File: src/rtl/pio_pkg.sv
// Package: shared trigger type and register address constants for the
// parallel I/O port. Assumes a 32-bit data bus and byte addresses.
package pio_pkg;
    typedef enum logic [1:0] {
        TRIG_RISE  = 2'd0,
        TRIG_FALL  = 2'd1,
        TRIG_BOTH  = 2'd2,
        TRIG_LEVEL = 2'd3
    } trig_e;

    localparam int BUS_W  = 32;
    localparam int ADDR_W = 4;

    localparam logic [ADDR_W-1:0] OFF_DATA = 4'h0;
    localparam logic [ADDR_W-1:0] OFF_DIR  = 4'h4;
    localparam logic [ADDR_W-1:0] OFF_MASK = 4'h8;
    localparam logic [ADDR_W-1:0] OFF_CAP  = 4'hC;
endpackage

File: src/rtl/pio_sync.sv
// Module: two-flop synchronizer for the pin inputs, plus one more stage
// that holds the synchronized value from the previous clock.
// Assumes: the inputs are asynchronous, and each bit is synchronized on
// its own (no multi-bit coherence).
module pio_sync #(
    parameter int W = 32
) (
    input  logic         clk,
    input  logic         rst_n,
    input  logic [W-1:0] raw_in,
    output logic [W-1:0] sync_now,
    output logic [W-1:0] sync_prev
);
    logic [W-1:0] meta_q;

    // Purpose: metastability stage, synchronized stage and history stage.
    always_ff @(posedge clk) begin
        if (!rst_n) begin
            meta_q    <= '0;
            sync_now  <= '0;
            sync_prev <= '0;
        end else begin
            meta_q    <= raw_in;
            sync_now  <= meta_q;
            sync_prev <= sync_now;
        end
    end
endmodule

File: src/rtl/pio_evt_detect.sv
// Module: per-pin event detector. The build-time trigger type picks the
// comparison. Level type produces no latched events.
// Assumes: sync_prev is sync_now delayed by one clock.
module pio_evt_detect #(
    parameter int             W       = 32,
    parameter pio_pkg::trig_e TRIGGER = pio_pkg::TRIG_BOTH
) (
    input  logic [W-1:0] sync_now,
    input  logic [W-1:0] sync_prev,
    output logic [W-1:0] evt
);
    generate
        if (TRIGGER == pio_pkg::TRIG_RISE) begin : g_rise
            // Purpose: flag 0-to-1 transitions.
            always_comb evt = sync_now & ~sync_prev;
        end else if (TRIGGER == pio_pkg::TRIG_FALL) begin : g_fall
            // Purpose: flag 1-to-0 transitions.
            always_comb evt = ~sync_now & sync_prev;
        end else if (TRIGGER == pio_pkg::TRIG_BOTH) begin : g_both
            // Purpose: flag any transition.
            always_comb evt = sync_now ^ sync_prev;
        end else begin : g_level
            // Purpose: level type latches nothing.
            always_comb evt = '0;
        end
    endgenerate
endmodule

File: src/rtl/pio_regs.sv
// Module: the writable state of the port: output latch, direction,
// interrupt enable and the sticky event capture register.
// Assumes: at most one write per cycle, already decoded into a register
// select. In the capture register a same-cycle event beats a clear.
module pio_regs #(
    parameter int W = 32
) (
    input  logic         clk,
    input  logic         rst_n,
    input  logic         wr_data,
    input  logic         wr_dir,
    input  logic         wr_mask,
    input  logic         wr_cap,
    input  logic [W-1:0] wval,
    input  logic [W-1:0] evt,
    output logic [W-1:0] latch_q,
    output logic [W-1:0] dir_q,
    output logic [W-1:0] mask_q,
    output logic [W-1:0] cap_q
);
    logic [W-1:0] clr_bits;

    // Purpose: bits that a write-one-to-clear removes this cycle.
    always_comb clr_bits = wr_cap ? wval : '0;

    // Purpose: load the software registers and update the capture register.
    always_ff @(posedge clk) begin
        if (!rst_n) begin
            latch_q <= '0;
            dir_q   <= '0;
            mask_q  <= '0;
            cap_q   <= '0;
        end else begin
            if (wr_data) latch_q <= wval;
            if (wr_dir)  dir_q   <= wval;
            if (wr_mask) mask_q  <= wval;
            cap_q <= (cap_q & ~clr_bits) | evt;
        end
    end
endmodule

File: src/rtl/pio_capture_unit.sv
// Module: top of the parallel I/O port. Decodes the byte-addressed bus,
// registers read data, drives the pins and forms the interrupt.
// Assumes: PIN_COUNT is 1 to 32. The trigger type is fixed per build.
module pio_capture_unit #(
    parameter int             PIN_COUNT = 32,
    parameter pio_pkg::trig_e TRIGGER   = pio_pkg::TRIG_BOTH
) (
    input  logic                       clk,
    input  logic                       rst_n,
    input  logic [pio_pkg::ADDR_W-1:0] bus_addr,
    input  logic                       bus_wr,
    input  logic [pio_pkg::BUS_W-1:0]  bus_wdata,
    input  logic                       bus_rd,
    output logic [pio_pkg::BUS_W-1:0]  bus_rdata,
    input  logic [PIN_COUNT-1:0]       pin_in,
    output logic [PIN_COUNT-1:0]       pin_out,
    output logic [PIN_COUNT-1:0]       pin_oe,
    output logic                       irq
);
    import pio_pkg::*;

    localparam int W = PIN_COUNT;

    logic [W-1:0] sync_w, prev_w, evt_w;
    logic [W-1:0] latch_q, dir_q, mask_q, cap_q;
    logic         sel_data, sel_dir, sel_mask, sel_cap;
    logic [BUS_W-1:0] rd_word;

    // Purpose: full address decode, so misaligned addresses select nothing.
    always_comb begin
        sel_data = (bus_addr == OFF_DATA);
        sel_dir  = (bus_addr == OFF_DIR);
        sel_mask = (bus_addr == OFF_MASK);
        sel_cap  = (bus_addr == OFF_CAP);
    end

    pio_sync #(.W(W)) u_sync (
        .clk       (clk),
        .rst_n     (rst_n),
        .raw_in    (pin_in),
        .sync_now  (sync_w),
        .sync_prev (prev_w)
    );

    pio_evt_detect #(.W(W), .TRIGGER(TRIGGER)) u_evt (
        .sync_now  (sync_w),
        .sync_prev (prev_w),
        .evt       (evt_w)
    );

    pio_regs #(.W(W)) u_regs (
        .clk     (clk),
        .rst_n   (rst_n),
        .wr_data (bus_wr && sel_data),
        .wr_dir  (bus_wr && sel_dir),
        .wr_mask (bus_wr && sel_mask),
        .wr_cap  (bus_wr && sel_cap),
        .wval    (bus_wdata[W-1:0]),
        .evt     (evt_w),
        .latch_q (latch_q),
        .dir_q   (dir_q),
        .mask_q  (mask_q),
        .cap_q   (cap_q)
    );

    // Purpose: pick the register to read, zero-extended to the bus width.
    always_comb begin
        rd_word = '0;
        if (sel_data)      rd_word[W-1:0] = sync_w;
        else if (sel_dir)  rd_word[W-1:0] = dir_q;
        else if (sel_mask) rd_word[W-1:0] = mask_q;
        else if (sel_cap)  rd_word[W-1:0] = cap_q;
    end

    // Purpose: register read data on a read strobe.
    always_ff @(posedge clk) begin
        if (!rst_n)      bus_rdata <= '0;
        else if (bus_rd) bus_rdata <= rd_word;
    end

    // Purpose: drive only the pins configured as outputs.
    always_comb begin
        pin_oe  = dir_q;
        pin_out = latch_q & dir_q;
    end

    generate
        if (TRIGGER == TRIG_LEVEL) begin : g_irq_level
            // Purpose: level type follows the enabled inputs directly.
            always_comb irq = |(sync_w & mask_q);
        end else begin : g_irq_edge
            // Purpose: edge types follow the enabled captured events.
            always_comb irq = |(cap_q & mask_q);
        end
    endgenerate
endmodule

File: config.mk
export PLATFORM = sky130hd
export DESIGN_NAME = pio_capture_unit
export DESIGN_NICKNAME = d
export VERILOG_FILES = /design/src/rtl/pio_pkg.sv /design/src/rtl/pio_sync.sv /design/src/rtl/pio_evt_detect.sv /design/src/rtl/pio_regs.sv /design/src/rtl/pio_capture_unit.sv
export SDC_FILE = /design/constraint.sdc
export NUM_CORES = 1
export LEC_CHECK = 0
export CAP_MARGIN = 0
export CELL_PAD_IN_SITES_DETAIL_PLACEMENT = 0
export CELL_PAD_IN_SITES_GLOBAL_PLACEMENT = 1
export CORE_ASPECT_RATIO = 0.8
export CORE_UTILIZATION = 25
export DETAILED_ROUTE_END_ITERATION = 10
export PLACE_DENSITY = 0.54
export REMOVE_ABC_BUFFERS = 1
export SLEW_MARGIN = 40
export SYNTH_ARGS = -nofsm -noshare
export SYNTH_HDL_FRONTEND = slang
export SYNTH_SLANG_ARGS = --single-unit
File: constraint.sdc
create_clock -name clk -period 1.63 [get_ports clk]
set_input_delay 0.2445 -clock clk [delete_from_list [all_inputs] [get_ports clk]]
set_output_delay 0.2445 -clock clk [all_outputs]
set_load 0.005 [all_outputs]
# ---- Yosys cells after proc, flatten, opt, wreduce, memory -nomap -nowiden
# Cells that the tools add are included.
dict set report word_totals {
  ff_bits 256
  input_bits 72
}
dict set report classes {
  eq_ne 3
  muxes 5
  bitwise_logic 6
  n_reduce_logical 6
}
# operator count
set ops {}
lappend ops {{32-bit two-way mux} 5}
lappend ops {{32-bit AND} 3}
lappend ops {{32-bit NOT} 1}
lappend ops {{32-bit OR} 1}
lappend ops {{32-bit OR reduction} 1}
lappend ops {{32-bit bitwise XOR} 1}
lappend ops {{4-bit equality test, second input constant} 2}
lappend ops {{4-bit by 3-bit equality test with 1-bit output, second input constant} 1}
lappend ops {{1-bit logical AND} 4}
lappend ops {{4-bit zero test} 1}

# ---- Depth between registers and ports, before layout
# Gate-level depths: netlist (run 1).
dict set report logic_depth {
  ltp_word 6
  depth_mapped 6
}

# ---- Hierarchy
# Synthesis (run 1) repeated with hierarchy kept, for this count alone.
dict set report hier_totals {
  hier_cells 1025
  hier_area_um2 10660.2
}
# mod instances cells_each area_each_um2 seq_area_each_um2
set by_module_without_submodules {}
lappend by_module_without_submodules {pio_regs 1 445 4911.0 2562.5}
lappend by_module_without_submodules {pio_capture_unit 1 346 2865.2 640.6}
lappend by_module_without_submodules {pio_sync 1 202 2603.7 1921.8}
lappend by_module_without_submodules {pio_evt_detect 1 32 280.3 0.0}

# ---- Least setup slack after synthesis (run 1)
# OpenSTA, ideal clock, no wires.
dict set report synth_timing {
  kind {input to register}
  startpoint {in bus_addr[2] (netlist name)}
  endpoint {reg bus_rdata[0] (netlist name)}
  setup_ns 0.136
  arrival_time_ns 1.329
  required_ns 1.494
  setup_slack_ns 0.165
  stages 5
  path_cell_list {buf_2 -> clkbuf_1 -> mux2_2 -> a22oi_1 -> a31oi_1}
}
dict set report synth_between {
  elab_chain_len 5
  word_cells_on_any_way 8
  cone_classes {eq/ne: 3; mux: 4; reduce/logical: 1}
}
# item line_no
set synth_lines {}
lappend synth_lines {{start: declaration} pio_capture_unit.sv:10} ;# input logic [pio_pkg::ADDR_W-1:0] bus_addr,
lappend synth_lines {{4-bit equality test} pio_capture_unit.sv:34} ;# sel_cap = (bus_addr == OFF_CAP);
lappend synth_lines {{32-bit two-way mux} pio_capture_unit.sv:72} ;# else if (sel_cap) rd_word[W-1:0] = cap_q;
lappend synth_lines {{32-bit two-way mux} pio_capture_unit.sv:71} ;# else if (sel_mask) rd_word[W-1:0] = mask_q;
lappend synth_lines {{32-bit two-way mux} pio_capture_unit.sv:70} ;# else if (sel_dir) rd_word[W-1:0] = dir_q;
lappend synth_lines {{32-bit two-way mux *} pio_capture_unit.sv:69} ;# if (sel_data) rd_word[W-1:0] = sync_w;
lappend synth_lines {{end signal: assignment} pio_capture_unit.sv:78} ;# else if (bus_rd) bus_rdata <= rd_word;
lappend synth_lines {{end: declaration} pio_capture_unit.sv:14} ;# output logic [pio_pkg::BUS_W-1:0] bus_rdata,
# Mark *: on every way between the ends. The rest lies on a longest branch, timed or not.
# A chain may end at the register's enable or synchronous reset.

# ---- Worst setup path after layout (run 1)
dict set report layout_timing {
  startpoint {reg u_regs.mask_q[26]}
  endpoint {out irq}
}
dict set report layout_between {
  elab_chain_len 2
}
# item line_no
set layout_lines {}
lappend layout_lines {{start: declaration} pio_regs.sv:18} ;# output logic [W-1:0] mask_q,
lappend layout_lines {{start signal: assignment} pio_regs.sv:36} ;# if (wr_mask) mask_q <= wval;
lappend layout_lines {{32-bit AND} pio_capture_unit.sv:93} ;# always_comb irq = |(cap_q & mask_q);
lappend layout_lines {{32-bit OR reduction} pio_capture_unit.sv:93}
lappend layout_lines {{end: declaration} pio_capture_unit.sv:18} ;# output logic irq
# Every way passes these cells.

==> results of run 1 <==
-- worst max-delay path: stages, from the launching register on --
cell and delay, ns:
dfxtp_2 0.32, a22oi_2 0.17, buf_4 0.16, nand4_1 0.10
or4_4 0.57, buf_6 0.14
-- what timing repair did --
| item | in CTS | in global routing |
|---|---|---|
| setup buffers | 29 | 0 |
| cloned | 0 | 0 |
| pin swaps | 5 | 2 |
| gates resized for setup | 152 | 5 |
| endpoints found under the setup margin | 97 | 3 |
-- path summary, 6_finish.rpt --
kind	from	cells past startpoint	to
worst min register to register	u_sync.meta_q[17]$_SDFF_PN0_	1	u_sync.sync_now[17]$_SDFF_PN0_
worst max-delay path	u_regs.mask_q[26]$_SDFFE_PN0P_	5	irq
worst min-delay path	rst_n	3	bus_rdata[4]$_SDFFE_PN0P_
worst max register to register	u_regs.mask_q[30]$_SDFFE_PN0P_	4	bus_rdata[30]$_SDFFE_PN0P_
-- cell usage in the layout (no fill, tap or decap), types with 3 or more instances in the layout --
cell type	synthesis	routed
a21boi_0	26	26
a21boi_1	6	6
a21oi_1	64	64
a22oi_1	48	40
a22oi_2	0	8
a31oi_1	32	32
and2_1	129	127
and3_1	32	32
buf_12	0	22
buf_2	12	3
buf_4	2	104
clkbuf_1	70	5
clkbuf_16	0	29
clkbuf_8	0	7
clkdlybuf4s50_1	0	67
clkinv_2	0	5
dfxtp_1	256	216
dfxtp_2	0	37
dfxtp_4	0	3
dlygate4sd2_1	0	94
mux2_2	32	32
nand2_1	33	32
nand3_1	64	64
nand4_1	4	4
nor2_1	32	32
nor4b_1	4	4
nor4b_2	27	27
o21a_1	32	32
o21ai_0	128	128
xor2_1	32	32
-- cells by family (layout without fill, tap and decap cells) --
| logic type | count (synthesis) | after routing |
|---|---|---|
| AOI/OAI and AO/OA | 336 | 336 |
| xor gates and xnor gates | 32 | 32 |
| buffers and inverters | 97 | 344 |
| DFF | 256 | 256 |
| muxes | 32 | 32 |
| and+or+nand+nor | 335 | 335 |
-- area by class of cell --
class	count	area, um^2	share of cell area (%)
Tap cell	544	681	4.73
Clock inverter	7	42.5	0.296
Sequential cell	256	5180	36.0
Multi-Input combinational cell	735	4860	33.8
Clock buffer	41	841	5.85
Inverter	2	7.51	0.0522
Timing Repair Buffer	294	2770	19.2
-- registers in the layout (all words and copies together), names as in the netlist --
signal / count
u_sync.sync_now: 32
u_sync.meta_q: 32
u_regs.mask_q: 32
u_sync.sync_prev: 32
u_regs.latch_q: 32
u_regs.dir_q: 32
bus_rdata: 32
u_regs.cap_q: 32
-- per-layer routing --
layer	routed length, um	part of all wire (%)	global-route usage (%)	up-vias
met5	13	0.039	0	-
met4	556	1.7	3.09	2
met3	1250	3.8	2.73	39
met2	15000	45	25.6	165
met1	16100	49	21.3	4118
li1	-	-	-	4309
-- report_power, final --
part	internal (mW)	switching, mW	total, mW
logic	0.619	0.672	1.29
clock network	3.55	2.64	6.19
registers	6.48	0.120	6.60
-- through the flow --
| step | hold WS (ns) | instance area [um^2] | TNS [ns] | instances |
|---|---|---|---|---|
| after global placement | 0.416 | 13300 | -38.17 | 1803 |
| final | 0.0563 | 14400 | -0.626 | 1879 |
| after global routing | 0.0379 | 14400 | -0.698 | 1879 |
| after CTS | 0.0177 | 14400 | -0.683 | 1879 |
| after detailed placement | 0.419 | 13300 | -39.42 | 1803 |
| after floorplan | 0.345 | 9900 | -282.47 | 993 |
==> results by group, run 1 <==
Flow run
  – Maxcap violations: 0

Critical path
  – Critical Path Source Type: flop
  – Worst path arrival time: approximately 2 ns
  – Setup crit end kind: output pin
  – Crit path required time: approximately 1.4 ns
  – Crit path kind: flop to output pin
  – Worst-path fanout max: 2
  – R2R setup slack: about 0.4 ns

Logic synthesis
  – Multiplexer share of the synthesized area: under 10%
  – Post-synth EDFFs: 0
  – Area leader, netlist: dfxtp_1
  – Synth unique cells: 35
  – Primary FF master, synth: dfxtp_1
  – Main combinational cell family by area after synthesis: simple AND/OR/NAND/NOR gates
  – Most common cell in the netlist: dfxtp_1
  – Mapped cell area: 10300 um^2
  – Ys async rst share: 0%
  – Synth top area cells: dfxtp_1 50%, and2_1 7.8%, o21ai_0 6.2%
  – Top cells by count, synth: 256 x dfxtp_1, 129 x and2_1, 128 x o21ai_0
  – Adder-Cell Fraction of Synth Area: 0%
  – Mapped Cells: approximately 1100
  – Post-Syn Area per Cell: ~9.5 um^2
  – Post-synthesis compound-gate area fraction: 19.4%
  – Seq cells post-synth: approximately 260
  – Synth Area in Simple Gates: about 21%
  – Post-synth top area share: 49.6%
  – Post-synthesis xor/xnor area fraction: roughly 2.7%
  – Register area share after synthesis: between 40% and 50%
  – Yosys warns: 0

Route
  – Vias: approximately 8600
  – DRC violations left: 0
  – Final WL: 33000 um
  – Drt pass-1 iters: 5
  – Via density: 4.59
  – 1st-iter DRT viols: about 420
  – DR WL/cell: ~18 um
  – Antenna Violating Nets Remaining: 0

Run status
  – Status: finished, violations left
  – Failing checks: setup timing

Pwr
  – PwrDens: 979 nW/um^2
  – Power, Total: 14.1 mW
  – P_leak: between 5 and 6 nW
  – Worst vdd ir: about 0.74 mV

STA
  – Clock skew: between 0.01 and 0.015 ns
  – Final hold violations: 0
  – Setup WS post-layout: -0.626 ns
  – Least-Margin Pin Slew: ~0.42 ns
  – Fmax: approximately 0.44 GHz
  – Setup Viol. Count Final: 1
  – Final Max Slew Viols: 0
  – Max-slew headroom: between 70 and 80%
  – RSZ-0062 raised after global routing: true
  – Period Utilization, post-route: 138%
  – Tmin final: between 2 and 2.5 ns

Floorplan
  – Die area: 42200 um^2
  – Initial Util: 25.4%
  – Io pins: roughly 170
  – Die W: between 200 and 250 um
  – # rows: 66
  – Die span in y: roughly 180 um
  – Core area: 40700 um^2

Clock tree
  – CTS clk-pin slew, worst paths: roughly 0.060 ns
  – Hold_buf cts: 0
  – Clock Path Buffers: 3
  – TritonCTS clock tree: yes
  – CTS root buf: clkbuf_16
  – Sink Count: 256
  – CTS buffer count: 29
  – Skew-Pair Late Insertion Delay: 0.56 ns
  – Htree depth: 1

Place
  – Hpwl dp: ~22000 um
  – GPL Wtd Cong: just over 0.7
  – Pre-CTS setup slack: -0.631 ns
  – PortBufs: 168

GRT
  – First-pass GRT wire length: about 52000 um
  – Overflow after GRT: 0
  – All-layer global routing usage: 15.6%
  – Pin count of the biggest net entering global routing: 65
  – Vias in the first global route: roughly 8700
  – Initial antenna violation count: 1

Cells and area
  – Util after Layout: a little over a third
  – P&R area growth vs syn: 39.0%
  – Diode count: 0
  – Final net count: 1390
  – Layout cells sized above 1: 22.1%
  – # fillers: around 4200

Hold path
  – Hold crit path type: input pin to flop
Power figures use the tool's default switching activity.
==> inputs of run 2 (changes only) <==
- clock period: 1.63 -> 2.8 ns (I/O delays scaled with it)
==> results by group, run 2 (synthesis results as in run 1) <==
Place
  – GPL Wtd Cong: 0.732 (+0.56%)
  – Area after DPL: 12600 um^2 (-5.0%)
  – PortBufs: 168 (unchanged)
  – Hpwl dp: 20000 um (-7.9%)

Cells and area
  – Layout cells sized above 1: 12.1% (-10 points)
  – Util after Layout: 33.6% (-1.8 points)
  – Diode count: 0 (unchanged)
  – Most frequent cells in the layout: 256 x dfxtp_1, 163 x clkdlybuf4s50_1, 128 x and2_1, 128 x o21ai_0
  – P&R area growth vs syn: 32.1%
  – Final net count: 1289 (-7.3%)
  – Final Cell Area: 13700 um^2 (-5.0%)
  – # fillers: 4162 (-0.17%)
  – Most common cell after layout, fill and taps aside: dfxtp_1

Floorplan
  – Core area: 40700 um^2 (unchanged)
  – Initial Util: 25.4% (unchanged)
  – # rows: 66 (unchanged)
  – Die span in y: 184 um (unchanged)
  – Die area: 42200 um^2 (unchanged)
  – Io pins: 169 (unchanged)
  – Die W: 229 um (unchanged)

Pwr
  – PwrDens: 625 nW/um^2 (-36%)
  – Worst vdd ir: 0.385 mV (-48%)
  – P_leak: 5.03 nW (-16%)

GRT
  – First-pass GRT wire length: 50900 um (-2.0%)
  – All-layer global routing usage: 15.4% (-0.20 points)
  – Initial antenna violation count: 1 (unchanged)
  – Pin count of the biggest net entering global routing: 71 (+9.2%)
  – Overflow after GRT: 0 (unchanged)
  – Vias in the first global route: 8300 (-5.0%)

Route
  – Via density: 4.67 (+1.6%)
  – Final WL: 32600 um (-1.2%)
  – Drt pass-1 iters: 5 (unchanged)
  – Vias: 8320 (-3.6%)
  – DR WL/cell: 18.3 um (+4.1%)
  – DRC violations left: 0 (unchanged)
  – Antenna Violating Nets Remaining: 0 (unchanged)
  – 1st-iter DRT viols: 460 (+8.7%)

STA
  – Clock skew: 0.00847 ns (-0.00550 ns)
  – Final Max Slew Viols: 0 (unchanged)
  – Max-slew headroom: 48.7% (-23 points)
  – Period Utilization, post-route: between 90% and 100%
  – Final hold violations: 0 (unchanged)
  – Fmax: between 0.3 and 0.4 GHz
  – Least-Margin Pin Slew: 0.770 ns (+0.346 ns)
  – Setup Viol. Count Final: 0 (-1)
  – Tmin final: between 2 and 3 ns
  – RSZ-0062 raised after global routing: false

Critical path
  – Setup crit end kind: output pin
  – Worst path arrival time: 2.19 ns (+0.18 ns)
  – Critical Path Source Type: flop
  – Worst-path fanout max: 3 (+1)
  – Crit path kind: flop to output pin
  – Crit path required time: 2.38 ns (+0.99 ns)

Clock tree
  – TritonCTS clock tree: yes
  – Htree depth: 1 (unchanged)
  – Post-CTS setup buffer count: 0 (-100%)
  – CTS clk-pin slew, worst paths: 0.06 ns (about the same)
  – CTS root buf: clkbuf_16
  – Sink Count: 256 (unchanged)
  – Clock Path Buffers: 3 (unchanged)
  – Skew-Pair Late Insertion Delay: 0.56 ns (about the same)
  – CTS buffer count: 29 (unchanged)

Run status
  – Status: finished, final reports clean

Hold path
  – Hold crit path type: input pin to flop

Flow run
  – Maxcap violations: 0 (unchanged)
run 2: timing repair:
action | in CTS | in global routing
hold buffers | 0 | 0
setup endpoints to repair | 1 | 0
resized for setup | 4 | 0
run 2: report_power, final:
group	switching (mW)	leakage (nW)	total [mW]	internal, mW
sequential	0.0759	2.09	3.85	3.77
combinational	0.372	2.43	0.678	0.306
clock	1.56	0.502	4.01	2.45
run 2: stage by stage:
step | worst slack [ns] | cells | setup TNS [ns] | power (mW) | hold slack (ns)
final | 0.190 | 1783 | 0 | 8.53 | 0.261
after global routing | 0.108 | 1783 | 0 | 8.90 | 0.263
after CTS | 0.133 | 1783 | 0 | 8.68 | 0.239
after detailed placement | 0.326 | 1730 | 0 | 4.62 | 0.420
after global placement | 0.328 | 1730 | 0 | 4.62 | 0.415
after floorplan | -1.83 | 993 | -154.42 | 4.16 | 0.412
run 2: worst paths after layout:
kind	from	to	slack, ns	depth (start not counted)
setup / recovery	u_regs.cap_q[15]$_SDFF_PN0_	irq	0.19	4
setup reg to reg	u_regs.cap_q[30]$_SDFF_PN0_	bus_rdata[30]$_SDFFE_PN0P_	1.72	3
hold / removal	rst_n	u_regs.latch_q[1]$_SDFFE_PN0P_	0.26	2
hold reg to reg	u_sync.meta_q[4]$_SDFF_PN0_	u_sync.sync_now[4]$_SDFF_PN0_	0.43	1
run 2: critical path: stages, from the launching register on:
cell           delay (ns)
dfxtp_1              0.33
a22oi_2              0.27
nand4_1              0.18
or4_4                0.57
dlygate4sd2_1        0.28
run 2: layout make-up:
type	instances	area [um^2]	area share, %
Clock buffer	41	841	6.16
Clock inverter	12	164	1.20
Inverter	2	7.51	0.0550
Multi-Input combinational cell	735	4820	35.3
Sequential cell	256	5120	37.5
Tap cell	544	681	4.98
Timing Repair Buffer	193	2020	14.8
run 2: routing by layer:
layer / track usage (%) / routed length, um / up-vias
met4: 3.65 / 729 / 2
met2: 25.0 / 14700 / 174
met1: 21.0 / 15800 / 3991
met3: 2.81 / 1300 / 47
li1: - / - / 4106
met5: 0 / 13 / -
==> inputs of run 3 (changes only) <==
- SKIP_CTS_REPAIR_TIMING: unset -> 1
==> results by group, run 3 (synthesis results as in run 1) <==
Clock tree
  – Clock Path Buffers: 3 (unchanged)
  – Htree depth: 1 (unchanged)
  – Skew-Pair Late Insertion Delay: 0.56 ns (about the same)
  – CTS root buf: clkbuf_16
  – CTS buffer count: 29 (unchanged)
  – CTS clk-pin slew, worst paths: 0.06 ns (about the same)
  – Sink Count: 256 (unchanged)
  – TritonCTS clock tree: yes

Route
  – Vias: 8360 (+0.48%)
  – Final WL: 32600 um (+0.13%)
  – 1st-iter DRT viols: 458 (-0.43%)
  – DR WL met2: 14800 um (+0.88%)
  – Via density: 4.69 (+0.48%)
  – WL met1: 15700 um (-0.49%)
  – DRC violations left: 0 (unchanged)
  – Drt pass-1 iters: 5 (unchanged)
  – WL met3: 1350 um (+4.1%)
  – Uppermost layer routed: met5
  – Antenna Violating Nets Remaining: 0 (unchanged)
  – DR WL/cell: 18.3 um (+0.13%)

Cells and area
  – Layout cells sized above 1: 12.3% (+0.24 points)
  – Diode count: 0 (unchanged)
  – Post-route insts no fill: 1783 (unchanged)
  – P&R area growth vs syn: 32.3%
  – Final net count: 1289 (unchanged)
  – # fillers: 4162 (unchanged)
  – Util after Layout: 33.6% (+0.046 points)
  – Most frequent cells in the layout: 256 x dfxtp_1, 163 x clkdlybuf4s50_1, 128 x and2_1, 128 x o21ai_0
  – Most common cell after layout, fill and taps aside: dfxtp_1
  – Final Cell Area: 13700 um^2 (+0.14%)

Place
  – Hpwl dp: 20000 um (unchanged)
  – GPL Wtd Cong: 0.732 (unchanged)
  – Area after DPL: 12600 um^2 (unchanged)
  – Pre-CTS setup slack: 0.326 ns (unchanged)
  – Post-Place Cells: 1730 (unchanged)
  – PortBufs: 168 (unchanged)

Critical path
  – Worst r2r dst: bus_rdata[30]$_SDFFE_PN0P_
  – Worst r2r src: u_regs.cap_q[30]$_SDFF_PN0_
  – Critical Path Source Type: flop
  – Worst-path fanout max: 3 (unchanged)
  – Worst reg2reg path depth: 3 (unchanged)
  – Worst path arrival time: 2.07 ns (-0.12 ns)
  – R2R setup slack: 1.72 ns (about the same)
  – Crit path required time: 2.38 ns (about the same)
  – Crit path kind: flop to output pin
  – Setup crit end kind: output pin

STA
  – Least-Margin Pin Slew: 0.764 ns (-0.00538 ns)
  – Setup Viol. Count Final: 0 (unchanged)
  – Clock skew: 0.00791 ns (-0.000564 ns)
  – Tmin final: 2.49 ns (-0.120 ns)
  – Final Max Slew Viols: 0 (unchanged)
  – Fmax: 0.402 GHz (+4.8%)
  – Final hold violations: 0 (unchanged)
  – Period Utilization, post-route: 88.9% (-4.3 points)
  – Final hold slack: 0.259 ns (-0.00172 ns)
  – Setup WS post-layout: 0.309 ns (+0.120 ns)
  – RSZ-0062 raised after global routing: false
  – Max-slew headroom: 49.0% (+0.36 points)

GRT
  – Overflow after GRT: 0 (unchanged)
  – All-layer global routing usage: 15.4% (about the same)
  – Vias in the first global route: 8296 (-0.048%)
  – First-pass GRT wire length: 50900 um (about the same)
  – Initial antenna violation count: 1 (unchanged)
  – Pin count of the biggest net entering global routing: 71 (unchanged)

Hold path
  – Hold Startpoint: rst_n
  – Hold crit path type: input pin to flop
  – Worst Hold Depth: 2 (unchanged)
  – Hold EP: u_regs.latch_q[1]$_SDFFE_PN0P_

Pwr
  – PwrDens: 624 nW/um^2 (-0.11%)
  – Worst vdd ir: 0.385 mV (about the same)
  – P_leak: 5.04 nW (+0.27%)

Flow run
  – Maxcap violations: 0 (unchanged)

Floorplan
  – Die W: 229 um (unchanged)
  – Die span in y: 184 um (unchanged)
  – Core area: 40700 um^2 (unchanged)
  – Die area: 42200 um^2 (unchanged)
  – Io pins: 169 (unchanged)
  – Initial Util: 25.4% (unchanged)
  – # rows: 66 (unchanged)

Run status
  – Status: finished, final reports clean
[run 3: changes by cell type in the layout (fill, tap and decap cells not counted)]
| cell | delta |
|---|---|
| a22oi_2 | +3 |
| dlygate4sd2_1 | -1 |
| dlymetal6s2s_1 | +1 |
| a22oi_1 | -3 |
[run 3: per-stage QoR]
stage	setup TNS [ns]	power, mW
3_3_place_gp	0	4.62
4_1_cts	-0.157	8.68
5_1_grt	0	8.90
2_1_floorplan	-154.42	4.16
6_report	0	8.54
3_5_place_dp	0	4.62
[run 3: worst max-delay path by stage]
stage | slack [ns] | end | startpoint
6_report | 0.31 | irq | u_regs.cap_q[15]$_SDFF_PN0_
5_1_grt | 0.25 | irq | u_regs.mask_q[26]$_SDFFE_PN0P_
4_1_cts | -0.16 | irq | u_regs.cap_q[26]$_SDFF_PN0_
3_5_place_dp | 0.33 | u_regs.cap_q[31]$_SDFF_PN0_ | bus_addr[3]
3_3_place_gp | 0.33 | u_regs.cap_q[1]$_SDFF_PN0_ | bus_addr[3]
2_1_floorplan | -1.83 | bus_rdata[10]$_SDFFE_PN0P_ | bus_addr[1]
[run 3: layout make-up]
type / instances / area [um^2] / area share [%]
Clock buffer: 41 / 841 / 6.15
Clock inverter: 12 / 164 / 1.20
Inverter: 2 / 7.51 / 0.0549
Multi-Input combinational cell: 735 / 4840 / 35.4
Sequential cell: 256 / 5120 / 37.5
Tap cell: 544 / 681 / 4.98
Timing Repair Buffer: 193 / 2020 / 14.8
[run 3: per-layer routing]
metal / GRT usage, % / vias to the layer above
met5: 0 / -
met4: 3.52 / 2
met3: 2.79 / 44
met2: 25.1 / 185
met1: 21.0 / 4016
li1: - / 4113
[run 3: power breakdown]
group / total [mW] / internal [mW] / switching, mW
Combinational: 0.679 / 0.307 / 0.372
Clock: 4.01 / 2.45 / 1.56
Sequential: 3.85 / 3.77 / 0.0772
[run 3: worst max-delay path, cell delays in order (launching register included)]
cell and delay [ns]:
dfxtp_1 0.33, a22oi_2 0.27, nand4_1 0.18, or4_4 0.57, dlymetal6s2s_1 0.17
